[src/rtl/lwsram_pkg.sv]
package lwsram_pkg;

  typedef struct packed {
    logic capData;   // pending-address stage takes its data word
    logic commitEn;  // completed buffer goes into the array
    logic loadMid;   // lookup result captured
    logic loadOut;   // output register loaded
  } ctrlStrobe_t;

endpackage

[src/rtl/lwsram_ctrl.sv]
module lwsram_ctrl
  import lwsram_pkg::*;
#(
  parameter int ADDR_W = 6,
  parameter int LANES  = 4
) (
  input  logic              clk,
  input  logic              rstN,
  input  logic [ADDR_W-1:0] addr,
  input  logic              selN,
  input  logic              wrN,
  input  logic [LANES-1:0]  byteWrN,
  input  logic              sleep,
  output ctrlStrobe_t       strobe,
  output logic [ADDR_W-1:0] commitAddr,
  output logic [LANES-1:0]  commitBe,
  output logic [LANES-1:0]  useA,
  output logic [LANES-1:0]  useB,
  output logic              driveOn,
  output logic              sleepOn
);

  logic              isWrite;
  logic              isRead;
  logic              aValid;
  logic [ADDR_W-1:0] aAddr;
  logic [LANES-1:0]  aBe;
  logic              bValid;
  logic [ADDR_W-1:0] bAddr;
  logic [LANES-1:0]  bBe;
  logic              rdPend;
  logic              driveReg;
  logic              sleepReg;
  logic              hitA;
  logic              hitB;

  assign isWrite = !selN && !wrN && !sleep;
  assign isRead  = !selN &&  wrN && !sleep;

  // Completed write leaves the buffer when a new write arrives or when it is displaced
  assign strobe.commitEn = bValid && (isWrite || aValid);
  assign strobe.capData  = aValid;
  assign strobe.loadMid  = isRead;
  assign strobe.loadOut  = rdPend;

  assign commitAddr = bAddr;
  assign commitBe   = bBe;

  assign hitA = aValid && (aAddr == addr);
  assign hitB = bValid && (bAddr == addr);

  for (genvar l = 0; l < LANES; l++) begin : g_laneSel
    assign useA[l] = hitA && aBe[l];
    assign useB[l] = hitB && bBe[l] && !(hitA && aBe[l]);
  end

  always_ff @(posedge clk or negedge rstN) begin
    if (!rstN) begin
      aValid   <= 1'b0;
      bValid   <= 1'b0;
      rdPend   <= 1'b0;
      driveReg <= 1'b0;
      sleepReg <= 1'b0;
    end else begin
      aValid <= isWrite;
      if (aValid) begin
        bValid <= 1'b1;
      end else if (strobe.commitEn) begin
        bValid <= 1'b0;
      end
      rdPend   <= isRead;
      driveReg <= rdPend;
      sleepReg <= sleep;
    end
  end

  always_ff @(posedge clk) begin
    if (isWrite) begin
      aAddr <= addr;
      aBe   <= ~byteWrN;
    end
    if (aValid) begin
      bAddr <= aAddr;
      bBe   <= aBe;
    end
  end

  assign driveOn = driveReg;
  assign sleepOn = sleepReg;

endmodule

[src/rtl/lwsram_data.sv]
module lwsram_data
  import lwsram_pkg::*;
#(
  parameter int ADDR_W = 6,
  parameter int LANE_W = 9,
  parameter int LANES  = 4
) (
  input  logic                    clk,
  input  ctrlStrobe_t             strobe,
  input  logic [ADDR_W-1:0]       addr,
  input  logic [LANES*LANE_W-1:0] wrData,
  input  logic [ADDR_W-1:0]       commitAddr,
  input  logic [LANES-1:0]        commitBe,
  input  logic [LANES-1:0]        useA,
  input  logic [LANES-1:0]        useB,
  output logic [LANES*LANE_W-1:0] outWord
);

  localparam int DEPTH = 1 << ADDR_W;

  for (genvar l = 0; l < LANES; l++) begin : g_lane
    logic [LANE_W-1:0] mem [DEPTH];
    logic [LANE_W-1:0] bufLane;
    logic [LANE_W-1:0] midLane;
    logic [LANE_W-1:0] outLane;
    logic [LANE_W-1:0] pickLane;

    always_comb begin
      if (useA[l]) begin
        pickLane = wrData[l*LANE_W +: LANE_W];
      end else if (useB[l]) begin
        pickLane = bufLane;
      end else begin
        pickLane = mem[addr];
      end
    end

    always_ff @(posedge clk) begin
      if (strobe.capData) begin
        bufLane <= wrData[l*LANE_W +: LANE_W];
      end
      if (strobe.commitEn && commitBe[l]) begin
        mem[commitAddr] <= bufLane;
      end
      if (strobe.loadMid) begin
        midLane <= pickLane;
      end
      if (strobe.loadOut) begin
        outLane <= midLane;
      end
    end

    assign outWord[l*LANE_W +: LANE_W] = outLane;
  end

endmodule

[src/rtl/lateWriteSram.sv]
module lateWriteSram
  import lwsram_pkg::*;
#(
  parameter int ADDR_W = 6,
  parameter int LANE_W = 9,
  parameter int LANES  = 4,
  localparam int DATA_W = LANE_W * LANES
) (
  input  logic              clk,
  input  logic              rstN,
  input  logic [ADDR_W-1:0] addr,
  input  logic              selN,
  input  logic              wrN,
  input  logic [LANES-1:0]  byteWrN,
  input  logic [DATA_W-1:0] wrData,
  input  logic              sleep,
  input  logic              oeN,
  output logic [DATA_W-1:0] rdData,
  output logic              rdOn
);

  ctrlStrobe_t       strobe;
  logic [ADDR_W-1:0] commitAddr;
  logic [LANES-1:0]  commitBe;
  logic [LANES-1:0]  useA;
  logic [LANES-1:0]  useB;
  logic              driveOn;
  logic              sleepOn;
  logic [DATA_W-1:0] outWord;

  lwsram_ctrl #(.ADDR_W(ADDR_W), .LANES(LANES)) i_ctrl (
    .clk(clk), .rstN(rstN), .addr(addr), .selN(selN), .wrN(wrN),
    .byteWrN(byteWrN), .sleep(sleep), .strobe(strobe),
    .commitAddr(commitAddr), .commitBe(commitBe), .useA(useA), .useB(useB),
    .driveOn(driveOn), .sleepOn(sleepOn)
  );

  lwsram_data #(.ADDR_W(ADDR_W), .LANE_W(LANE_W), .LANES(LANES)) i_data (
    .clk(clk), .strobe(strobe), .addr(addr), .wrData(wrData),
    .commitAddr(commitAddr), .commitBe(commitBe), .useA(useA), .useB(useB),
    .outWord(outWord)
  );

  assign rdOn   = driveOn && !sleepOn && !oeN;
  assign rdData = rdOn ? outWord : '0;

endmodule

[config.mk]
export PLATFORM = sky130hd
export DESIGN_NAME = lateWriteSram
export DESIGN_NICKNAME = d
export VERILOG_FILES = /design/src/rtl/lwsram_pkg.sv /design/src/rtl/lwsram_ctrl.sv /design/src/rtl/lwsram_data.sv /design/src/rtl/lateWriteSram.sv
export SDC_FILE = /design/constraint.sdc
export NUM_CORES = 2
export LEC_CHECK = 0
export ABC_CLOCK_PERIOD_IN_PS = 3600
export BUFFER_PORTS_ARGS = -buffer_cell sky130_fd_sc_hd__buf_2
export CORE_MARGIN = 8
export CORE_UTILIZATION = 40
export DETAILED_ROUTE_END_ITERATION = 6
export HOLD_SLACK_MARGIN = 0.06
export PLACE_DENSITY = 0.56
export SLEW_MARGIN = 15
export SYNTH_ARGS = -nofsm -noshare
export SYNTH_HDL_FRONTEND = slang
export SYNTH_SLANG_ARGS = --single-unit
[constraint.sdc]
create_clock -name clk -period 3.6 [get_ports clk]
set_input_delay 0.72 -clock clk [delete_from_list [all_inputs] [get_ports clk]]
set_output_delay 0.72 -clock clk [all_outputs]
set_load 0.005 [all_outputs]
==> impl_metrics.py <==
metrics = {
    "floorplan": {
        "die-area_um2": 251000,
        "core_um2": 235000,
        "start_util_pct": 40.1,
        "io_pins": 89,
        "die_width_um": 501,
        "fp-row-count": 178,
        "die_y_um": 501,
    },
    "routing": {
        "dr.first_iter.drc_count": 5703,
        "wl_um": 272000,
        "routedWlPerCell_um": 32.4,
        "ant_nets": 0,
        "avgViaCountPerCell": 5.72,
        "dr.pass1.iters": 7,
        "drc_errors": 0,
        "vias": 48036,
    },
    "grt": {
        "grt_overflow_total": 0,
        "antenna_found_initial": 20,
        "grt_pass1_wl_um": 381000,
        "grt_pass1_vias": 48645,
        "grt_start_max_net_pins": 66,
        "global_route.usage.total_pct": 21.4,
    },
    "cells_and_area": {
        "drive_gt1_share_pct": 31.6,
        "register_area_um2": 73200,
        "fin_nets": 5094,
        "nFillCells": 19416,
        "final_common_cell": "edfxtp_1",
        "syn_to_final_growth_pct": 17.8,
        "layout_common_cells": "edfxtp_1, mux4_2, buf_4",
        "multi_input_area_um2": 19800,
    },
    "placement": {
        "dp_hpwl_um": 177000,
        "finalWeightedCongestion": 0.854,
        "pre_cts_ws_ns": -0.203,
        "port_buffers": 88,
    },
    "pwr": {
        "clkPwrFrac_pct": 43.4,
        "power.switching_w": 0.0125,
        "comb_power_share_pct": 4.7,
        "powerDensity_nw_per_um2": 541,
        "ir_worst_vdd_mv": 0.504,
        "leakagePower_nw": 35.7,
        "switching_share_pct": 20.8,
        "power_w": 0.0601,
        "p_int_w": 0.0475,
        "seq_power_share_pct": 51.9,
    },
    "worst_hold_path": {
        "hold_path_class": "in -> reg",
    },
    "yosys": {
        "ys_seq_elements": 2437,
        "synthesis.instances": 4307,
        "ys_seq_area_share_pct": 77.6,
        "yosysWarnings": 0,
        "synth.cell_area_um2": 94200,
        "ys_types": 54,
        "synth_area_per_cell_um2": 21.9,
        "synth_edf_count": 2432,
        "ys_async_sr_fraction_pct": 0.205,
        "syn-num-nets": 4359,
        "ys.flop_type": "edfxtp_1",
    },
    "sta": {
        "report.final.slew_viol_count": 0,
        "setup_ws_ns": 0.262,
        "slew_headroom_pct": 7.10,
        "setup_viol": 0,
        "worst_pin_slew_ns": 1.39,
        "finalCriticalPeriod_ns": 3.34,
        "finalCritPeriodShare_pct": 92.7,
        "hold_violations": 0,
        "rsz0062_at_grt": "false",
        "fmax_mhz": 300,
        "fin_skew_ns": 0.0589,
    },
    "clock_tree": {
        "clk_pin_slew_ns": 0.06,
        "cts_sinks": 2437,
        "cts_buffers": 276,
        "post_cts_resized": 0,
        "clock_path_buffers": 4,
        "cts-root-buf": "clkbuf_16",
        "clock_latency_ns": 0.93,
        "htreeDepth": 5,
        "cts_tree": "done",
    },
    "outcome": {
        "status": "finished clean",
    },
    "run": {
        "drv_cap": 0,
    },
    "worst_setup_path": {
        "critPathMaxFanout": 9,
        "cp_data_arrival_time_ns": 3.92,
        "cp.required_ns": 4.18,
        "endpoint_kind": "register",
        "crit_path_start_kind": "register",
        "path_class": "reg -> reg",
    },
}
-- registers in the layout, summed over array words and instances (netlist names), 4 cells and up --
signal and flops:
i_data.g_lane.midLane 36, i_data.g_lane.mem 2304, i_ctrl.commitBe 4, i_data.g_lane.bufLane 36, i_ctrl.aBe 4, i_ctrl.commitAddr 6, i_ctrl.aAddr 6, i_data.g_lane.outLane 36
-- final cells by class --
class / instances / share of cell area (%)
flip-flops and latches: 2437 / 65.9
multi-input cells: 1627 / 17.8
clock inverters: 117 / 0.842
well taps: 3150 / 3.55
clock buffers: 347 / 6.57
diodes: 14 / 0.0316
repair buffers: 692 / 5.25
inverters: 8 / 0.0361
-- worst max-delay path, stage by stage, from the launching register on --
cell and delay [ns]:
edfxtp_1 0.56, nor3b_1 0.71, nand2_1 1.04, nor2_1 0.38
buf_4 0.27
-- worst paths after layout --
path,startpoint,endpoint,slack (ns),depth (start not counted)
min reg2reg,i_data.g_lane[2].midLane[7]$_DFFE_PP_,i_data.g_lane[2].outLane[7]$_DFFE_PP_,0.42,0
max reg2reg,i_ctrl.commitAddr[3]$_DFFE_PP_,i_data.g_lane[2].mem[36][4]$_DFFE_PP_,0.26,4
max,i_ctrl.commitAddr[3]$_DFFE_PP_,i_data.g_lane[2].mem[36][4]$_DFFE_PP_,0.26,4
max in group asynchronous,rstN,i_ctrl.rdPend$_DFF_PN0_,3.22,2
min in group asynchronous,rstN,i_ctrl.bValid$_DFFE_PN0P_,0.18,2
min,wrData[30],i_data.g_lane[3].bufLane[3]$_DFFE_PP_,0.10,1
-- routing by layer --
layer	vias to the layer above	track usage (%)	part of all wire (%)
met3	487	4.43	7.8
met5	-	0.0761	0.038
li1	19491	-	-
met1	25926	29.1	40
met4	16	7.34	3.7
met2	2116	34.5	48
-- repair_timing --
| action | 4_1_cts | 5_1_grt |
|---|---|---|
| hold buffers | 37 | 0 |
| endpoints found under the hold margin | 41 | 0 |
| buffers inserted | 0 | 0 |
-- Yosys cell counts (all sizes together) (9+ instances only) --
cell type / number / area share [%]
clkbuf: 98 / 0.39
o22ai: 50 / 0.33
and3: 10 / 0.066
a211oi: 14 / 0.11
o21ai: 26 / 0.14
nor2b: 17 / 0.11
a22oi: 44 / 0.35
mux2: 20 / 0.24
xor2: 9 / 0.084
nor3: 44 / 0.24
edfxtp: 2432 / 78
nand2: 140 / 0.56
mux4: 610 / 15
nor3b: 10 / 0.080
buf: 137 / 1.0
mux2i: 127 / 1.3
a21oi: 35 / 0.19
nand3: 20 / 0.11
nor2: 303 / 1.2
a22o: 13 / 0.12
and2: 41 / 0.27
a31oi: 18 / 0.12
-- cell families after synthesis --
group | Yosys count | synth area share, %
flip-flops | 2437 | 77.6
multiplexers | 757 | 16.2
AND/OR/NAND/NOR | 620 | 2.91
buffers and inverters | 243 | 1.46
AO/OA/AOI/OAI | 238 | 1.72
XOR/XNOR | 12 | 0.112
-- power groups by stage --
stage	logic, W	registers (W)	clock network, W
finish	0.00279	0.0312	0.0261
global route	0.00292	0.0312	0.0276
CTS	0.00281	0.0312	0.0266
detailed placement	0.00278	0.0318	0
global placement	0.00276	0.0318	0
floorplan	0.00151	0.0318	0
-- stage by stage --
| stage | hold WS (ns) | TNS [ns] | area (µm²) | util [%] | instances |
|---|---|---|---|---|---|
| floorplan | 0.400 | 0 | 94200 | - | 4307 |
| global placement | 0.411 | -0.499 | 102000 | 43.6 | 7876 |
| detailed placement | 0.409 | -0.278 | 102000 | 43.6 | 7876 |
| CTS | 0.0619 | 0 | 111000 | 47.3 | 8377 |
| global route | 0.0721 | 0 | 111000 | 47.3 | 8382 |
| finish | 0.104 | 0 | 111000 | 47.3 | 8392 |
Note: power is estimated with default switching activity, not from simulation.
